File: config.mk
export PLATFORM = sky130hd
export DESIGN_NAME = bsn_neuron
export DESIGN_NICKNAME = d
export VERILOG_FILES = /design/src/rtl/bsn_pkg.sv /design/src/rtl/bsn_lane_products.sv /design/src/rtl/bsn_updown_acc.sv /design/src/rtl/bsn_stream_ctrl.sv /design/src/rtl/bsn_neuron.sv
export SDC_FILE = /design/constraint.sdc
export NUM_CORES = 1
export LEC_CHECK = 0
export ABC_AREA = 1
export ABC_CLOCK_PERIOD_IN_PS = 4900
export BUFFER_PORTS_ARGS = -buffer_cell sky130_fd_sc_hd__buf_2
export CORE_MARGIN = 4
export CORE_UTILIZATION = 59
export DETAILED_ROUTE_END_ITERATION = 6
export PLACE_DENSITY = 0.78
export SYNTH_ARGS = -nofsm -noshare
export SYNTH_HDL_FRONTEND = slang
export SYNTH_SLANG_ARGS = --single-unit
File: constraint.sdc
create_clock -name clk -period 4.9 [get_ports clk]
set_clock_uncertainty 0.1 [all_clocks]
set_input_delay 0.49 -clock clk [delete_from_list [all_inputs] [get_ports clk]]
set_output_delay 0.49 -clock clk [all_outputs]
set_load 0.03 [all_outputs]
File: src/rtl/bsn_pkg.sv
package bsn_pkg;

   // Phase of the stream controller
   typedef enum logic {
      PH_IDLE = 1'b0,
      PH_RUN  = 1'b1
   } phase_t;

   // Width of a lane-count value
   function automatic int count_bits(input int lanes);
      return $clog2(lanes + 1);
   endfunction

   // Signed width that holds +/- lanes * (2^len_bits - 1)
   function automatic int acc_bits(input int lanes, input int len_bits);
      return len_bits + $clog2(lanes + 1) + 1;
   endfunction

endpackage

File: src/rtl/bsn_lane_products.sv
module bsn_lane_products #(
   parameter int LANES    = 8,
   parameter bit POP_TREE = 1'b1,
   parameter int CNT_W    = 4
) (
   input  logic             clk,
   input  logic             rst_n,
   input  logic [LANES-1:0] x_bits,
   input  logic [LANES-1:0] w_bits,
   output logic [CNT_W-1:0] ones
);

   logic [LANES-1:0] prod;

   // Bipolar multiply: equal bits give +1 (logic 1)
   for (genvar i = 0; i < LANES; i++) begin : g_lane
      assign prod[i] = ~(x_bits[i] ^ w_bits[i]);
   end

   if (POP_TREE && (LANES > 1)) begin : g_tree
      localparam int LVLS   = $clog2(LANES);
      localparam int LEAVES = 1 << LVLS;
      for (genvar lv = 0; lv <= LVLS; lv++) begin : g_lvl
         localparam int NODES = LEAVES >> lv;
         logic [CNT_W-1:0] s [NODES];
         for (genvar n = 0; n < NODES; n++) begin : g_node
            if (lv == 0) begin : g_leaf
               if (n < LANES) begin : g_in
                  assign s[n] = CNT_W'(prod[n]);
               end else begin : g_pad
                  assign s[n] = '0;
               end
            end else begin : g_add
               assign s[n] = g_lvl[lv-1].s[2*n] + g_lvl[lv-1].s[2*n+1];
            end
         end
      end
      assign ones = g_lvl[LVLS].s[0];
   end else begin : g_chain
      always_comb begin
         ones = '0;
         for (int i = 0; i < LANES; i++) begin
            ones = ones + CNT_W'(prod[i]);
         end
      end
   end

   AST_ONES_RANGE: assert property (@(posedge clk) disable iff (!rst_n)
      ones <= CNT_W'(LANES));

endmodule

File: src/rtl/bsn_updown_acc.sv
module bsn_updown_acc #(
   parameter int LANES = 8,
   parameter int CNT_W = 4,
   parameter int ACC_W = 16
) (
   input  logic             clk,
   input  logic             rst_n,
   input  logic             clr,
   input  logic             en,
   input  logic [CNT_W-1:0] ones,
   output logic             nonneg_nxt
);

   logic        [ACC_W-1:0] twice;
   logic signed [ACC_W-1:0] step;
   logic signed [ACC_W-1:0] acc_nxt;
   logic signed [ACC_W-1:0] acc_q;

   // ones - zeros = 2*ones - LANES
   assign twice   = ACC_W'(ones) << 1;
   assign step    = $signed(twice) - $signed(ACC_W'(LANES));
   assign acc_nxt = acc_q + step;

   // Majority mask: the sign bit alone decides, zero counts as majority
   assign nonneg_nxt = ~acc_nxt[ACC_W-1];

   always_ff @(posedge clk) begin
      if (!rst_n) begin
         acc_q <= '0;
      end else if (clr) begin
         acc_q <= '0;
      end else if (en) begin
         acc_q <= acc_nxt;
      end
   end

   AST_ACC_CLEAR: assert property (@(posedge clk) disable iff (!rst_n)
      clr |=> (acc_q == '0));
   AST_ACC_STEP: assert property (@(posedge clk) disable iff (!rst_n)
      (en && !clr) |=> (((acc_q - $past(acc_q)) <= LANES) && ((acc_q - $past(acc_q)) >= -LANES)));
   AST_ACC_IDLE: assert property (@(posedge clk) disable iff (!rst_n)
      (!en && !clr) |=> $stable(acc_q));

endmodule

File: src/rtl/bsn_stream_ctrl.sv
module bsn_stream_ctrl #(
   parameter int LEN_W = 11
) (
   input  logic             clk,
   input  logic             rst_n,
   input  logic             start,
   input  logic [LEN_W-1:0] len,
   output logic             clr,
   output logic             en,
   output logic             last,
   output logic             empty,
   output logic             busy
);
   import bsn_pkg::*;

   phase_t           ph_q;
   logic [LEN_W-1:0] rem_q;

   assign busy  = (ph_q == PH_RUN);
   assign clr   = start;
   assign en    = busy & ~start;
   assign last  = en & (rem_q == LEN_W'(1));
   assign empty = start & (len == '0);

   always_ff @(posedge clk) begin
      if (!rst_n) begin
         ph_q  <= PH_IDLE;
         rem_q <= '0;
      end else if (start) begin
         ph_q  <= (len == '0) ? PH_IDLE : PH_RUN;
         rem_q <= len;
      end else if (en) begin
         rem_q <= rem_q - LEN_W'(1);
         if (last) begin
            ph_q <= PH_IDLE;
         end
      end
   end

   AST_RUN_AFTER_START: assert property (@(posedge clk) disable iff (!rst_n)
      (start && (len != '0)) |=> busy);
   AST_REM_DEC: assert property (@(posedge clk) disable iff (!rst_n)
      (busy && !start && (rem_q > LEN_W'(1))) |=> (busy && (rem_q == $past(rem_q) - LEN_W'(1))));
   AST_STOP_AT_END: assert property (@(posedge clk) disable iff (!rst_n)
      (busy && !start && (rem_q == LEN_W'(1))) |=> !busy);

endmodule

File: src/rtl/bsn_neuron.sv
module bsn_neuron #(
   parameter int LANES    = 8,
   parameter int LEN_W    = 11,
   parameter bit POP_TREE = 1'b1
) (
   input  logic             clk,
   input  logic             rst_n,
   input  logic             start,
   input  logic [LEN_W-1:0] stream_len,
   input  logic [LANES-1:0] in_bits,
   input  logic [LANES-1:0] wt_bits,
   output logic             act,
   output logic             act_valid,
   output logic             busy
);

   localparam int CNT_W = bsn_pkg::count_bits(LANES);
   localparam int ACC_W = bsn_pkg::acc_bits(LANES, LEN_W);

   if (LANES < 1) begin : g_bad_lanes
      $error("bsn_neuron: LANES must be at least 1");
   end
   if (LEN_W < 1) begin : g_bad_len
      $error("bsn_neuron: LEN_W must be at least 1");
   end
   if (ACC_W > 62) begin : g_bad_acc
      $error("bsn_neuron: accumulator wider than supported");
   end

   logic             clr, en, last, empty;
   logic [CNT_W-1:0] ones;
   logic             nonneg_nxt;
   logic             act_q, valid_q;

   bsn_stream_ctrl #(.LEN_W(LEN_W)) u_ctrl (
      .clk   (clk),
      .rst_n (rst_n),
      .start (start),
      .len   (stream_len),
      .clr   (clr),
      .en    (en),
      .last  (last),
      .empty (empty),
      .busy  (busy)
   );

   bsn_lane_products #(.LANES(LANES), .POP_TREE(POP_TREE), .CNT_W(CNT_W)) u_prod (
      .clk    (clk),
      .rst_n  (rst_n),
      .x_bits (in_bits),
      .w_bits (wt_bits),
      .ones   (ones)
   );

   bsn_updown_acc #(.LANES(LANES), .CNT_W(CNT_W), .ACC_W(ACC_W)) u_acc (
      .clk        (clk),
      .rst_n      (rst_n),
      .clr        (clr),
      .en         (en),
      .ones       (ones),
      .nonneg_nxt (nonneg_nxt)
   );

   always_ff @(posedge clk) begin
      if (!rst_n) begin
         act_q   <= 1'b0;
         valid_q <= 1'b0;
      end else begin
         valid_q <= empty | last;
         if (empty) begin
            act_q <= 1'b1;
         end else if (last) begin
            act_q <= nonneg_nxt;
         end
      end
   end

   assign act       = act_q;
   assign act_valid = valid_q;

   AST_VALID_IDLE: assert property (@(posedge clk) disable iff (!rst_n)
      act_valid |-> !busy);
   AST_ACT_HOLD: assert property (@(posedge clk) disable iff (!rst_n)
      !$stable(act) |-> act_valid);
   AST_EMPTY_TIE: assert property (@(posedge clk) disable iff (!rst_n)
      (start && (stream_len == '0)) |=> (act_valid && act && !busy));

endmodule

==> impl_table.tex, run 1 <==
\begin{tabular}{lr}
\hline
Metric & Value \\
\hline
\multicolumn{2}{l}{\textbf{Outcome}} \\
Run status & complete, no violations \\
\multicolumn{2}{l}{\textbf{Pwr}} \\
Cell Pwr Density & 515 nW/um2 \\
Pleak & 1.54 nW \\
Maximum ir drop on the vdd rail & 0.226 mV \\
Overall power of the completed layout & 1.51 mW \\
\multicolumn{2}{l}{\textbf{STA}} \\
Final critical path time including I/O delays and setup & 4.22 ns \\
Final hold violations & 0 \\
Unrepaired setup endpoints after global routing & false \\
Worst-case headroom to the max-slew limit & 53.9\% \\
Final Max Slew Viols & 0 \\
Endpoints failing setup & 0 \\
Transition time at the pin with the least slew margin & 0.688 ns \\
Fmax & 237 MHz \\
Crit share post-route & 86.1\% \\
Accumulated negative setup slack & 0 ns \\
\multicolumn{2}{l}{\textbf{Clocking}} \\
Number of gates given a new drive strength after cts & 0 \\
Clock tree from TritonCTS & built \\
Hold buffers post-CTS & 0 \\
Number of buffers added by the clock tree synthesis step & 5 \\
H-tree depth & 2 \\
Number of setup buffers added after CTS & 0 \\
Clock sink total & 29 \\
Worst-skew pair later-pin latency & 0.29 ns \\
Buffer cell driving the clock tree root & sky130\_fd\_sc\_hd\_\_clkbuf\_8 \\
Post-CTS clock slew at the launch and capture registers of the worst setup and hold paths & 0.07 ns \\
Maximum buffer depth of the clock tree & 2 \\
\multicolumn{2}{l}{\textbf{Worst setup path}} \\
Critical Setup Path Class & input pin to flip-flop \\
Arrival time of data at the critical path endpoint & 4.30 ns \\
Reg-to-reg slack, setup & 2.89 ns \\
Element type at the critical path start & input pin \\
Worst Path Required & 4.99 ns \\
Endpoint type of the worst setup path & flip-flop \\
Max Fanout on Critical Path & 5 \\
Worst flop-to-flop path startpoint & u\_acc.acc\_q[1] \\
Depth of the worst register-to-register path & 14 \\
Capture instance of the worst register-to-register path & u\_acc.acc\_q[11] \\
\multicolumn{2}{l}{\textbf{Synth}} \\
Share of Yosys cell area claimed by the top area cell type & 21.8\% \\
Netlist area before placement & 2670 um2 \\
Share of cell area taken by muxes after synthesis & 0\% \\
Post-Synthesis Net Count & 475 \\
Most numerous cell types in the synthesized netlist & 118 x sky130\_fd\_sc\_hd\_\_nand2\_1, 69 x sky130\_fd\_sc\_hd\_\_inv\_1, 38 x sky130\_fd\_sc\_hd\_\_nor2\_1 \\
Ys async rst share & 0\% \\
Largest area contributor in the netlist & sky130\_fd\_sc\_hd\_\_dfxtp\_1 \\
Yosys warnings & 0 \\
Main combinational cell family by area after synthesis & simple AND/OR/NAND/NOR gates \\
Post-synthesis area per instance & 6.23 um2 \\
Xor and xnor area share after synthesis & 7.23\% \\
Synthesized-area fraction occupied by adder cells & 9.39\% \\
Leading cell types by total area after synthesis & sky130\_fd\_sc\_hd\_\_dfxtp\_1 22\%, sky130\_fd\_sc\_hd\_\_nand2\_1 17\%, sky130\_fd\_sc\_hd\_\_inv\_1 9.7\%, sky130\_fd\_sc\_hd\_\_nand3\_1 6.4\%, sky130\_fd\_sc\_hd\_\_ha\_1 5.6\% \\
Number of synthesized flops with an enable pin & 0 \\
Cell count after synthesis & 428 \\
Sequential area share after synthesis & 21.8\% \\
Synth Area in Compound Gates & 9.91\% \\
Netlist cell types & 31 \\
Most common cell in the netlist & sky130\_fd\_sc\_hd\_\_nand2\_1 \\
Simple logic cell fraction of the synthesized area & 37.9\% \\
\#FFs+latches synth & 29 \\
Primary FF master, synth & sky130\_fd\_sc\_hd\_\_dfxtp\_1 \\
\multicolumn{2}{l}{\textbf{Global routing}} \\
Global-route wire length before repair & 10,600 um \\
Maximum number of pins on one net before global-route repair & 20 \\
Number of antenna violations at the first check in global routing & 0 \\
Global-route congestion overflow total & 0 \\
Vias in the first global route & 2,385 \\
Global-route total usage across every layer & 24.3\% \\
\multicolumn{2}{l}{\textbf{Floorplanning}} \\
Area of the core & 4350 um2 \\
Overall die height & 75.2 um \\
Number of top-level pins & 33 \\
Die Footprint & 5660 um2 \\
Std cell rows & 24 \\
Starting density of the core & 61.2\% \\
Die extent in x & 75.2 um \\
\multicolumn{2}{l}{\textbf{Min path}} \\
Startpoint of the worst hold path & stream\_len[9] \\
Terminating pin of the worst hold path & u\_ctrl.rem\_q[9] \\
Min-delay worst type & input pin to flip-flop \\
Hold Path Depth & 3 \\
\multicolumn{2}{l}{\textbf{Drt}} \\
Violation count after the first detailed-route iteration & 192 \\
Count of antenna-violating nets left after detailed routing & 0 \\
Total via count in the routed design & 2,726 \\
Detailed-route wire length per cell & 12.4 um \\
Total Wirelength & 6310 um \\
Vias per cell & 5.35 \\
Drc violations & 0 \\
Detailed-router iteration count before antenna repair & 5 \\
\multicolumn{2}{l}{\textbf{Finish}} \\
Ratio of cells with drive above 1 in the final layout & 14.2\% \\
Growth of design area from synthesis to finish & 10.0\% \\
Final antenna diode count & 0 \\
Final \#Nets & 504 \\
\multicolumn{2}{l}{\textbf{Placement}} \\
Post-DP HPWL & 4720 um \\
Number of buffers inserted by port buffering & 32 \\
Placer's final routability congestion estimate & 0.899 \\
\multicolumn{2}{l}{\textbf{Run}} \\
Max-cap violations & 0 \\
\hline
\end{tabular}
==> critical path, stage by stage <==
cell and delay, ns:
sky130_fd_sc_hd__buf_2 0.11, sky130_fd_sc_hd__xnor2_1 0.17, sky130_fd_sc_hd__ha_1 0.17, sky130_fd_sc_hd__inv_1 0.06, sky130_fd_sc_hd__fa_1 0.49, sky130_fd_sc_hd__fa_1 0.55
sky130_fd_sc_hd__inv_1 0.04, sky130_fd_sc_hd__ha_1 0.18, sky130_fd_sc_hd__inv_1 0.07, sky130_fd_sc_hd__fa_1 0.44, sky130_fd_sc_hd__ha_1 0.29, sky130_fd_sc_hd__inv_1 0.04
sky130_fd_sc_hd__ha_1 0.33, sky130_fd_sc_hd__nand3_1 0.10, sky130_fd_sc_hd__nand2_1 0.05, sky130_fd_sc_hd__inv_1 0.05, sky130_fd_sc_hd__nand2_1 0.10, sky130_fd_sc_hd__nand2_1 0.09
sky130_fd_sc_hd__nand2_2 0.08, sky130_fd_sc_hd__nand2_1 0.07, sky130_fd_sc_hd__nand2_1 0.06, sky130_fd_sc_hd__nand2_1 0.06, sky130_fd_sc_hd__nand2_1 0.04, sky130_fd_sc_hd__o21ai_0 0.14
sky130_fd_sc_hd__inv_1 0.05
==> cell usage in the layout (no fill, tap or decap), drive strengths merged <==
cell type and n:
a21oi 17, dfxtp 29, clkinv 1, o22ai 1
inv 70, nor2 45, nand4 8, nor3 3
nor3b 1, o21ai 19, o21a 2, nor4 4
fa 5, bufinv 1, xnor2 12, nand2 130
a31oi 10, buf 35, xor2 10, clkinvlp 1
ha 12, nand3 36, clkbuf 6
==> report_power, final <==
| part | internal, mW | switching [mW] | total (mW) |
|---|---|---|---|
| clock network | 0.165 | 0.103 | 0.268 |
| logic | 0.326 | 0.649 | 0.974 |
| registers | 0.252 | 0.0159 | 0.268 |
| total | 0.743 | 0.767 | 1.51 |
==> cells by family after synthesis <==
logic type	Yosys count
AOI/OAI and AO/OA	49
xor gates and xnor gates	22
adders and majority gates	17
buffers and inverters	84
DFF	29
and+or+nand+nor	227
==> area by class of cell <==
class	count	area, um2
clock buffers	6	82.6
clock inverters	2	37.5
fillers	417	1420
inverters	71	267
multi-input cells	315	1720
flip-flops and latches	29	581
well taps	52	65.1
repair buffers	35	183
==> routing by layer <==
layer / part of all wire, % / wire [um] / global-route usage, % / vias to the layer above
met5: 0 / 0 / 0 / -
met4: 1.5 / 96 / 8.74 / 0
met3: 7.2 / 452 / 4.41 / 9
met2: 45 / 2850 / 38.1 / 96
met1: 46 / 2910 / 33.3 / 1219
li1: - / - / - / 1402
==> flip-flops by register name (all words and copies together) (netlist names) <==
register      cells
u_acc.acc_q      15
u_ctrl.rem_q     11
act               1
act_valid         1
u_ctrl.busy       1
==> worst max path at each step <==
stage,from,endpoint,slack [ns]
after detailed placement,wt_bits[5],u_acc.acc_q[11],0.35
after global routing,wt_bits[7],u_acc.acc_q[15],0.38
after CTS,wt_bits[5],u_acc.acc_q[11],0.65
after floorplan,wt_bits[7],u_acc.acc_q[11],0.72
final,wt_bits[5],u_acc.acc_q[11],0.68
after global placement,wt_bits[7],u_acc.acc_q[11],0.47
==> metrics by stage <==
step                      hold slack (ns)  instances  setup slack [ns]  util [%]  cell area [um2]
after floorplan                     0.362        428             0.717         -             2670
after global placement              0.376        502             0.474      64.6             2810
after detailed placement            0.401        502             0.346      64.6             2810
after CTS                           0.368        510             0.651      67.4             2930
after global routing                0.393        510             0.381      67.4             2930
final                               0.373        510             0.683      67.4             2930
Note: power is estimated with default switching activity, not from simulation.
==> run 2, diff against run 1 <==
Settings changed: GPL_TIMING_DRIVEN set to 0.
==> impl_table.tex, run 2 (synthesized netlist as in run 1, its figures left out) <==
\begin{tabular}{lr}
\hline
Metric & Value \\
\hline
\multicolumn{2}{l}{\textbf{Worst setup path}} \\
Capture instance of the worst register-to-register path & u\_acc.acc\_q[11] \\
Element type at the critical path start & input pin \\
Reg-to-reg slack, setup & 2.81 ns (-0.08 ns) \\
Max Fanout on Critical Path & 5 (unchanged) \\
Maximum single-stage delay on the critical path & 0.55 ns (about the same) \\
Depth of the worst register-to-register path & 14 (unchanged) \\
Worst flop-to-flop path startpoint & u\_acc.acc\_q[1] \\
Cell with the largest stage delay on the worst path & sky130\_fd\_sc\_hd\_\_fa\_1 \\
Endpoint type of the worst setup path & flip-flop \\
Worst Path Required & 4.97 ns (-0.02 ns) \\
Critical Setup Path Class & input pin to flip-flop \\
CP Launch Point & wt\_bits[7] \\
Most numerous cell on the critical path & sky130\_fd\_sc\_hd\_\_inv\_1 \\
CP cell instances & buf\_2, xnor2\_1, ha\_1, inv\_1, fa\_1, fa\_1, inv\_1, ha\_1, inv\_1, fa\_1, ha\_1, inv\_1, ha\_1, nand3\_1, nand2\_1, inv\_1, nand2\_1, nand2\_1, nand2\_2, nand2\_1, nand2\_1, nor2\_1, o21ai\_0, inv\_1 \\
Arrival time of data at the critical path endpoint & 4.40 ns (+0.10 ns) \\
\multicolumn{2}{l}{\textbf{STA}} \\
Final Max Slew Viols & 0 (unchanged) \\
Fmax & 231 MHz (-2.6\%) \\
Hold slack & 0.395 ns (+0.0212 ns) \\
Worst-case headroom to the max-slew limit & 54.5\% (+0.57 points) \\
Transition time at the pin with the least slew margin & 0.680 ns (-0.00852 ns) \\
Crit share post-route & 88.4\% (+2.3 points) \\
Accumulated negative setup slack & 0 ns (unchanged) \\
Unrepaired setup endpoints after global routing & false \\
Endpoints failing setup & 0 (unchanged) \\
Final critical path time including I/O delays and setup & 4.33 ns (+0.113 ns) \\
Final hold violations & 0 (unchanged) \\
Minimum setup slack in the final design & 0.570 ns (-0.113 ns) \\
\multicolumn{2}{l}{\textbf{Clocking}} \\
Number of buffers added by the clock tree synthesis step & 5 (unchanged) \\
Hold buffers post-CTS & 0 (unchanged) \\
H-tree depth & 2 (unchanged) \\
Number of setup buffers added after CTS & 0 (unchanged) \\
Post-CTS clock slew at the launch and capture registers of the worst setup and hold paths & 0.06 ns (about the same) \\
Clock tree from TritonCTS & built \\
Clock sink total & 29 (unchanged) \\
Number of gates given a new drive strength after cts & 0 (unchanged) \\
Worst-skew pair later-pin latency & 0.28 ns (about the same) \\
Maximum buffer depth of the clock tree & 2 (unchanged) \\
Buffer cell driving the clock tree root & sky130\_fd\_sc\_hd\_\_clkbuf\_8 \\
\multicolumn{2}{l}{\textbf{Finish}} \\
Registers with the most flip-flops & u\_acc.acc\_q: 15 flops, u\_ctrl.rem\_q: 11 flops \\
Final-layout fill cell count & 399 (-4.3\%) \\
Growth of design area from synthesis to finish & 12.2\% \\
Final Instance Count excl. Fillers & 518 (+1.6\%) \\
Largest reg by FF count & u\_acc.acc\_q \\
Commonest non-fill, non-tap cell in the layout & sky130\_fd\_sc\_hd\_\_nand2\_1 \\
Ratio of cells with drive above 1 in the final layout & 14.8\% (+0.61 points) \\
Max FFs per register & 15 (unchanged) \\
Footprint of the multi-input gates & 1720 um2 (unchanged) \\
Final antenna diode count & 0 (unchanged) \\
Combined flip-flop and latch cell area & 581 um2 (unchanged) \\
Final \#Nets & 513 (+1.8\%) \\
Commonest non-fill, non-tap cells in the layout & 118 x sky130\_fd\_sc\_hd\_\_nand2\_1, 69 x sky130\_fd\_sc\_hd\_\_inv\_1, 38 x sky130\_fd\_sc\_hd\_\_nor2\_1 \\
\multicolumn{2}{l}{\textbf{Pwr}} \\
Logic pwr share & 67.1\% (+2.6 points) \\
Pleak & 1.58 nW (+2.2\%) \\
Overall power of the completed layout & 1.55 mW (+2.6\%) \\
Sequential cell fraction of total power & 17.2\% (-0.5 points) \\
Cell Pwr Density & 518 nW/um2 (+0.69\%) \\
Maximum ir drop on the vdd rail & 0.335 mV (+48\%) \\
Net Sw Power & 775 uW (+1.0\%) \\
Internal power contribution & 774 uW (+4.3\%) \\
Clock power frac & 15.7\% (-2.1 points) \\
Switch share & 50.0\% (-0.78 points) \\
\multicolumn{2}{l}{\textbf{Placement}} \\
Placer's final routability congestion estimate & 0.959 (+6.6\%) \\
Placed cell count & 511 (+1.8\%) \\
Post-DP HPWL & 5040 um (+6.8\%) \\
Pre-CTS setup slack & 0.291 ns (-0.0555 ns) \\
Number of buffers inserted by port buffering & 31 (-3.1\%) \\
\multicolumn{2}{l}{\textbf{Floorplanning}} \\
Die Footprint & 5660 um2 (unchanged) \\
Area of the core & 4350 um2 (unchanged) \\
Number of top-level pins & 33 (unchanged) \\
Die extent in x & 75.2 um (unchanged) \\
Std cell rows & 24 (unchanged) \\
Starting density of the core & 61.2\% (unchanged) \\
Overall die height & 75.2 um (unchanged) \\
\multicolumn{2}{l}{\textbf{Drt}} \\
Vias per cell & 5.38 (+0.69\%) \\
Drc violations & 0 (unchanged) \\
Count of antenna-violating nets left after detailed routing & 0 (unchanged) \\
Detailed-router iteration count before antenna repair & 5 (unchanged) \\
Total Wirelength & 6510 um (+3.1\%) \\
Total via count in the routed design & 2,788 (+2.3\%) \\
Violation count after the first detailed-route iteration & 187 (-2.6\%) \\
Detailed-route wire length per cell & 12.6 um (+1.5\%) \\
\multicolumn{2}{l}{\textbf{Min path}} \\
Min-delay worst type & input pin to flip-flop \\
Startpoint of the worst hold path & stream\_len[8] \\
Hold Path Depth & 3 (unchanged) \\
Terminating pin of the worst hold path & u\_ctrl.rem\_q[8] \\
\multicolumn{2}{l}{\textbf{Global routing}} \\
Number of antenna violations at the first check in global routing & 0 (unchanged) \\
Global-route congestion overflow total & 0 (unchanged) \\
Maximum number of pins on one net before global-route repair & 11 (-45\%) \\
Global-route wire length before repair & 11,000 um (+4.7\%) \\
Vias in the first global route & 2,485 (+4.2\%) \\
Global-route total usage across every layer & 25.0\% (+0.72 points) \\
\multicolumn{2}{l}{\textbf{Run}} \\
Max-cap violations & 0 (unchanged) \\
\multicolumn{2}{l}{\textbf{Outcome}} \\
Run status & complete, no violations \\
\hline
\end{tabular}
## run 2: changes by cell type in the layout (fill, tap and decap cells not counted)
cell / previous run / this run
sky130_fd_sc_hd__buf_2: 32 / 33
sky130_fd_sc_hd__buf_4: 3 / 2
sky130_fd_sc_hd__buf_6: 0 / 4
sky130_fd_sc_hd__buf_8: 0 / 1
sky130_fd_sc_hd__clkbuf_1: 0 / 4
sky130_fd_sc_hd__clkbuf_8: 6 / 5
sky130_fd_sc_hd__clkinv_2: 0 / 1
sky130_fd_sc_hd__clkinvlp_4: 1 / 0
## run 2: stage by stage
| stage | utilization [%] | cell area (um2) |
|---|---|---|
| after floorplan | - | 2670 |
| after global placement | 66.3 | 2890 |
| after detailed placement | 66.3 | 2890 |
| after CTS | 68.6 | 2990 |
| after global routing | 68.6 | 2990 |
| final | 68.6 | 2990 |
## run 2: area by class of cell
type / count / area share [%]
multi-input cells: 315 / 57.5
well taps: 52 / 2.18
inverters: 71 / 8.92
flip-flops and latches: 29 / 19.4
clock buffers: 5 / 2.30
plain buffers: 13 / 3.35
clock inverters: 2 / 1.17
repair buffers: 31 / 5.19
## run 2: power groups by stage
stage               Clock (mW)  Combinational (mW)  Sequential [mW]
global placement             0                1.00            0.270
floorplan                    0               0.830            0.269
detailed placement           0                1.02            0.271
finish                   0.244                1.04            0.266
CTS                      0.247                1.03            0.266
global route             0.255                1.18            0.268
## run 2: metal layers
metal / vias to the layer above / GRT usage, % / wire length, um
met3: 10 / 2.94 / 476
met2: 108 / 40.8 / 2970
li1: 1423 / - / -
met1: 1247 / 35.4 / 2990
met5: - / 0 / 0
met4: 0 / 5.63 / 73
## run 2: worst max-delay path, delay by kind of cell
kind            cells  cell delay [ns]
simple gates        8             0.69
buf+inv             7             0.39
compound gates      1             0.14
xor+xnor            1             0.16
fa+ha+maj           7             2.51
## run 2: how the worst max path moves through the flow
stage | end | slack (ns) | cells past startpoint
detailed placement | u_acc.acc_q[11] | 0.29 | 24
CTS | u_acc.acc_q[11] | 0.56 | 24
global placement | u_acc.acc_q[11] | 0.39 | 24
floorplan | u_acc.acc_q[11] | 0.72 | 24
finish | u_acc.acc_q[11] | 0.57 | 24
global route | u_acc.acc_q[11] | 0.15 | 25
==> run 3, diff against run 2 <==
Settings changed: PLACE_DENSITY 0.78 to 0.81.
==> impl_table.tex, run 3 (synthesized netlist as in run 1, its figures left out) <==
\begin{tabular}{lr}
\hline
Metric & Value \\
\hline
\multicolumn{2}{l}{\textbf{Worst setup path}} \\
Worst flop-to-flop path startpoint & u\_acc.acc\_q[1] \\
Reg-to-reg slack, setup & 2.83 ns (+0.02 ns) \\
Endpoint type of the worst setup path & flip-flop \\
Arrival time of data at the critical path endpoint & 4.46 ns (+0.06 ns) \\
Depth of the worst register-to-register path & 14 (unchanged) \\
Element type at the critical path start & input pin \\
Critical Setup Path Class & input pin to flip-flop \\
Capture instance of the worst register-to-register path & u\_acc.acc\_q[11] \\
Max Fanout on Critical Path & 5 (unchanged) \\
Worst Path Required & 4.98 ns (about the same) \\
\multicolumn{2}{l}{\textbf{Pwr}} \\
Maximum ir drop on the vdd rail & 0.365 mV (+8.8\%) \\
Cell Pwr Density & 526 nW/um2 (+1.4\%) \\
Pleak & 1.58 nW (+0.28\%) \\
\multicolumn{2}{l}{\textbf{Clocking}} \\
Clock sink total & 29 (unchanged) \\
Post-CTS clock slew at the launch and capture registers of the worst setup and hold paths & 0.06 ns (about the same) \\
Number of gates given a new drive strength after cts & 0 (unchanged) \\
Clock tree from TritonCTS & built \\
Number of setup buffers added after CTS & 0 (unchanged) \\
Buffer cell driving the clock tree root & sky130\_fd\_sc\_hd\_\_clkbuf\_8 \\
Worst-skew pair later-pin latency & 0.28 ns (about the same) \\
Hold buffers post-CTS & 0 (unchanged) \\
H-tree depth & 2 (unchanged) \\
Number of buffers added by the clock tree synthesis step & 5 (unchanged) \\
Maximum buffer depth of the clock tree & 2 (unchanged) \\
\multicolumn{2}{l}{\textbf{Floorplanning}} \\
Std cell rows & 24 (unchanged) \\
Number of top-level pins & 33 (unchanged) \\
Starting density of the core & 61.2\% (unchanged) \\
Die extent in x & 75.2 um (unchanged) \\
Overall die height & 75.2 um (unchanged) \\
Die Footprint & 5660 um2 (unchanged) \\
Area of the core & 4350 um2 (unchanged) \\
\multicolumn{2}{l}{\textbf{Drt}} \\
Total Wirelength & 6620 um (+1.7\%) \\
Total via count in the routed design & 2,806 (+0.65\%) \\
Drc violations & 0 (unchanged) \\
Violation count after the first detailed-route iteration & 208 (+11\%) \\
Count of antenna-violating nets left after detailed routing & 0 (unchanged) \\
Vias per cell & 5.41 (+0.45\%) \\
Detailed-route wire length on metal 1 & 2850 um (-4.6\%) \\
Detailed-route wire length per cell & 12.8 um (+1.5\%) \\
Detailed-router iteration count before antenna repair & 5 (unchanged) \\
Detailed route wirelength on metal2 & 3130 um (+5.2\%) \\
Uppermost signal routing layer after detailed routing & met4 \\
Length of routed met3 wiring & 527 um (+11\%) \\
\multicolumn{2}{l}{\textbf{Min path}} \\
Hold Path Depth & 3 (unchanged) \\
Startpoint of the worst hold path & rst\_n \\
Terminating pin of the worst hold path & u\_ctrl.rem\_q[1] \\
Min-delay worst type & input pin to flip-flop \\
\multicolumn{2}{l}{\textbf{STA}} \\
Accumulated negative setup slack & 0 ns (unchanged) \\
Endpoints failing setup & 0 (unchanged) \\
Worst-case headroom to the max-slew limit & 56.3\% (+1.8 points) \\
Transition time at the pin with the least slew margin & 0.653 ns (-0.0262 ns) \\
Final hold violations & 0 (unchanged) \\
Final Max Slew Viols & 0 (unchanged) \\
Final critical path time including I/O delays and setup & 4.38 ns (+0.0508 ns) \\
Unrepaired setup endpoints after global routing & false \\
Crit share post-route & 89.4\% (+1.0 points) \\
Fmax & 228 MHz (-1.2\%) \\
\multicolumn{2}{l}{\textbf{Global routing}} \\
Global-route congestion overflow total & 0 (unchanged) \\
Global-route total usage across every layer & 25.6\% (+0.64 points) \\
Global-route wire length before repair & 11,200 um (+1.8\%) \\
Number of antenna violations at the first check in global routing & 0 (unchanged) \\
Maximum number of pins on one net before global-route repair & 11 (unchanged) \\
Vias in the first global route & 2,577 (+3.7\%) \\
\multicolumn{2}{l}{\textbf{Finish}} \\
Final \#Nets & 513 (unchanged) \\
Final antenna diode count & 0 (unchanged) \\
Largest reg by FF count & u\_acc.acc\_q \\
Commonest non-fill, non-tap cells in the layout & 118 x sky130\_fd\_sc\_hd\_\_nand2\_1, 69 x sky130\_fd\_sc\_hd\_\_inv\_1, 38 x sky130\_fd\_sc\_hd\_\_nor2\_1 \\
Footprint of the multi-input gates & 1720 um2 (unchanged) \\
Final Instance Count excl. Fillers & 519 (+0.19\%) \\
Growth of design area from synthesis to finish & 12.6\% \\
Max FFs per register & 15 (unchanged) \\
Final-layout fill cell count & 407 (+2.0\%) \\
Combined flip-flop and latch cell area & 581 um2 (unchanged) \\
Registers with the most flip-flops & u\_acc.acc\_q: 15 flops, u\_ctrl.rem\_q: 11 flops \\
Commonest non-fill, non-tap cell in the layout & sky130\_fd\_sc\_hd\_\_nand2\_1 \\
Ratio of cells with drive above 1 in the final layout & 14.8\% (-0.032 points) \\
Post-route cell area & 3000 um2 (+0.42\%) \\
\multicolumn{2}{l}{\textbf{Placement}} \\
Placed cell count & 511 (unchanged) \\
Placer's final routability congestion estimate & 1.00 (+4.4\%) \\
Number of buffers inserted by port buffering & 31 (unchanged) \\
Placement-stage cell area & 2890 um2 (unchanged) \\
Post-DP HPWL & 5110 um (+1.5\%) \\
\multicolumn{2}{l}{\textbf{Outcome}} \\
Run status & complete, no violations \\
\multicolumn{2}{l}{\textbf{Run}} \\
Max-cap violations & 0 (unchanged) \\
\hline
\end{tabular}
==> run 3: through the flow <==
stage	hold WS (ns)	worst slack (ns)	utilization, %	power [mW]
after floorplan	0.362	0.717	-	1.10
after global placement	0.373	0.383	66.3	1.27
after detailed placement	0.384	0.207	66.3	1.30
after CTS	0.378	0.493	68.9	1.57
after global routing	0.386	0.200	68.9	1.73
final	0.384	0.519	68.9	1.58
==> run 3: area by class of cell <==
type | instances | share of cell area, %
clock buffer | 7 | 2.88
inverter | 71 | 8.88
clock inverter | 1 | 1.00
multi-input combinational | 315 | 57.2
sequential | 29 | 19.3
buffer | 13 | 3.33
timing repair buffer | 31 | 5.17
tap | 52 | 2.17
==> run 3: routing by layer <==
metal / GRT usage, % / vias to the layer above
li1: - / 1427
met1: 32.8 / 1249
met2: 43.3 / 116
met3: 5.21 / 14
met4: 7.96 / 0
met5: 0 / -
==> run 3: worst max-delay path, stage by stage <==
cell and delay [ns]:
sky130_fd_sc_hd__buf_2 0.11, sky130_fd_sc_hd__xnor2_1 0.18, sky130_fd_sc_hd__ha_1 0.17, sky130_fd_sc_hd__inv_1 0.05, sky130_fd_sc_hd__fa_1 0.51, sky130_fd_sc_hd__fa_1 0.55, sky130_fd_sc_hd__inv_1 0.04, sky130_fd_sc_hd__ha_1 0.18
sky130_fd_sc_hd__inv_1 0.06, sky130_fd_sc_hd__fa_1 0.45, sky130_fd_sc_hd__ha_1 0.30, sky130_fd_sc_hd__inv_1 0.05, sky130_fd_sc_hd__ha_1 0.34, sky130_fd_sc_hd__nand3_1 0.11, sky130_fd_sc_hd__nand2_1 0.05, sky130_fd_sc_hd__inv_1 0.04
sky130_fd_sc_hd__nand2_1 0.13, sky130_fd_sc_hd__nand2_1 0.11, sky130_fd_sc_hd__nand2_2 0.09, sky130_fd_sc_hd__nand2_1 0.08, sky130_fd_sc_hd__nand2_1 0.07, sky130_fd_sc_hd__nand2_1 0.06, sky130_fd_sc_hd__nand2_1 0.05, sky130_fd_sc_hd__o21ai_0 0.15
sky130_fd_sc_hd__inv_1 0.05
==> run 3: worst max path at each step <==
stage / from / end / cells past startpoint
floorplan: wt_bits[7] / u_acc.acc_q[11] / 24
global placement: wt_bits[7] / u_acc.acc_q[11] / 24
detailed placement: wt_bits[7] / u_acc.acc_q[11] / 25
CTS: wt_bits[7] / u_acc.acc_q[11] / 25
global route: wt_bits[7] / u_acc.acc_q[11] / 25
finish: wt_bits[7] / u_acc.acc_q[11] / 25
==> run 3: report_power, final <==
group	internal, mW	switching [mW]	total [mW]
clock network	0.166	0.0993	0.265
logic	0.374	0.672	1.05
registers	0.252	0.0146	0.266
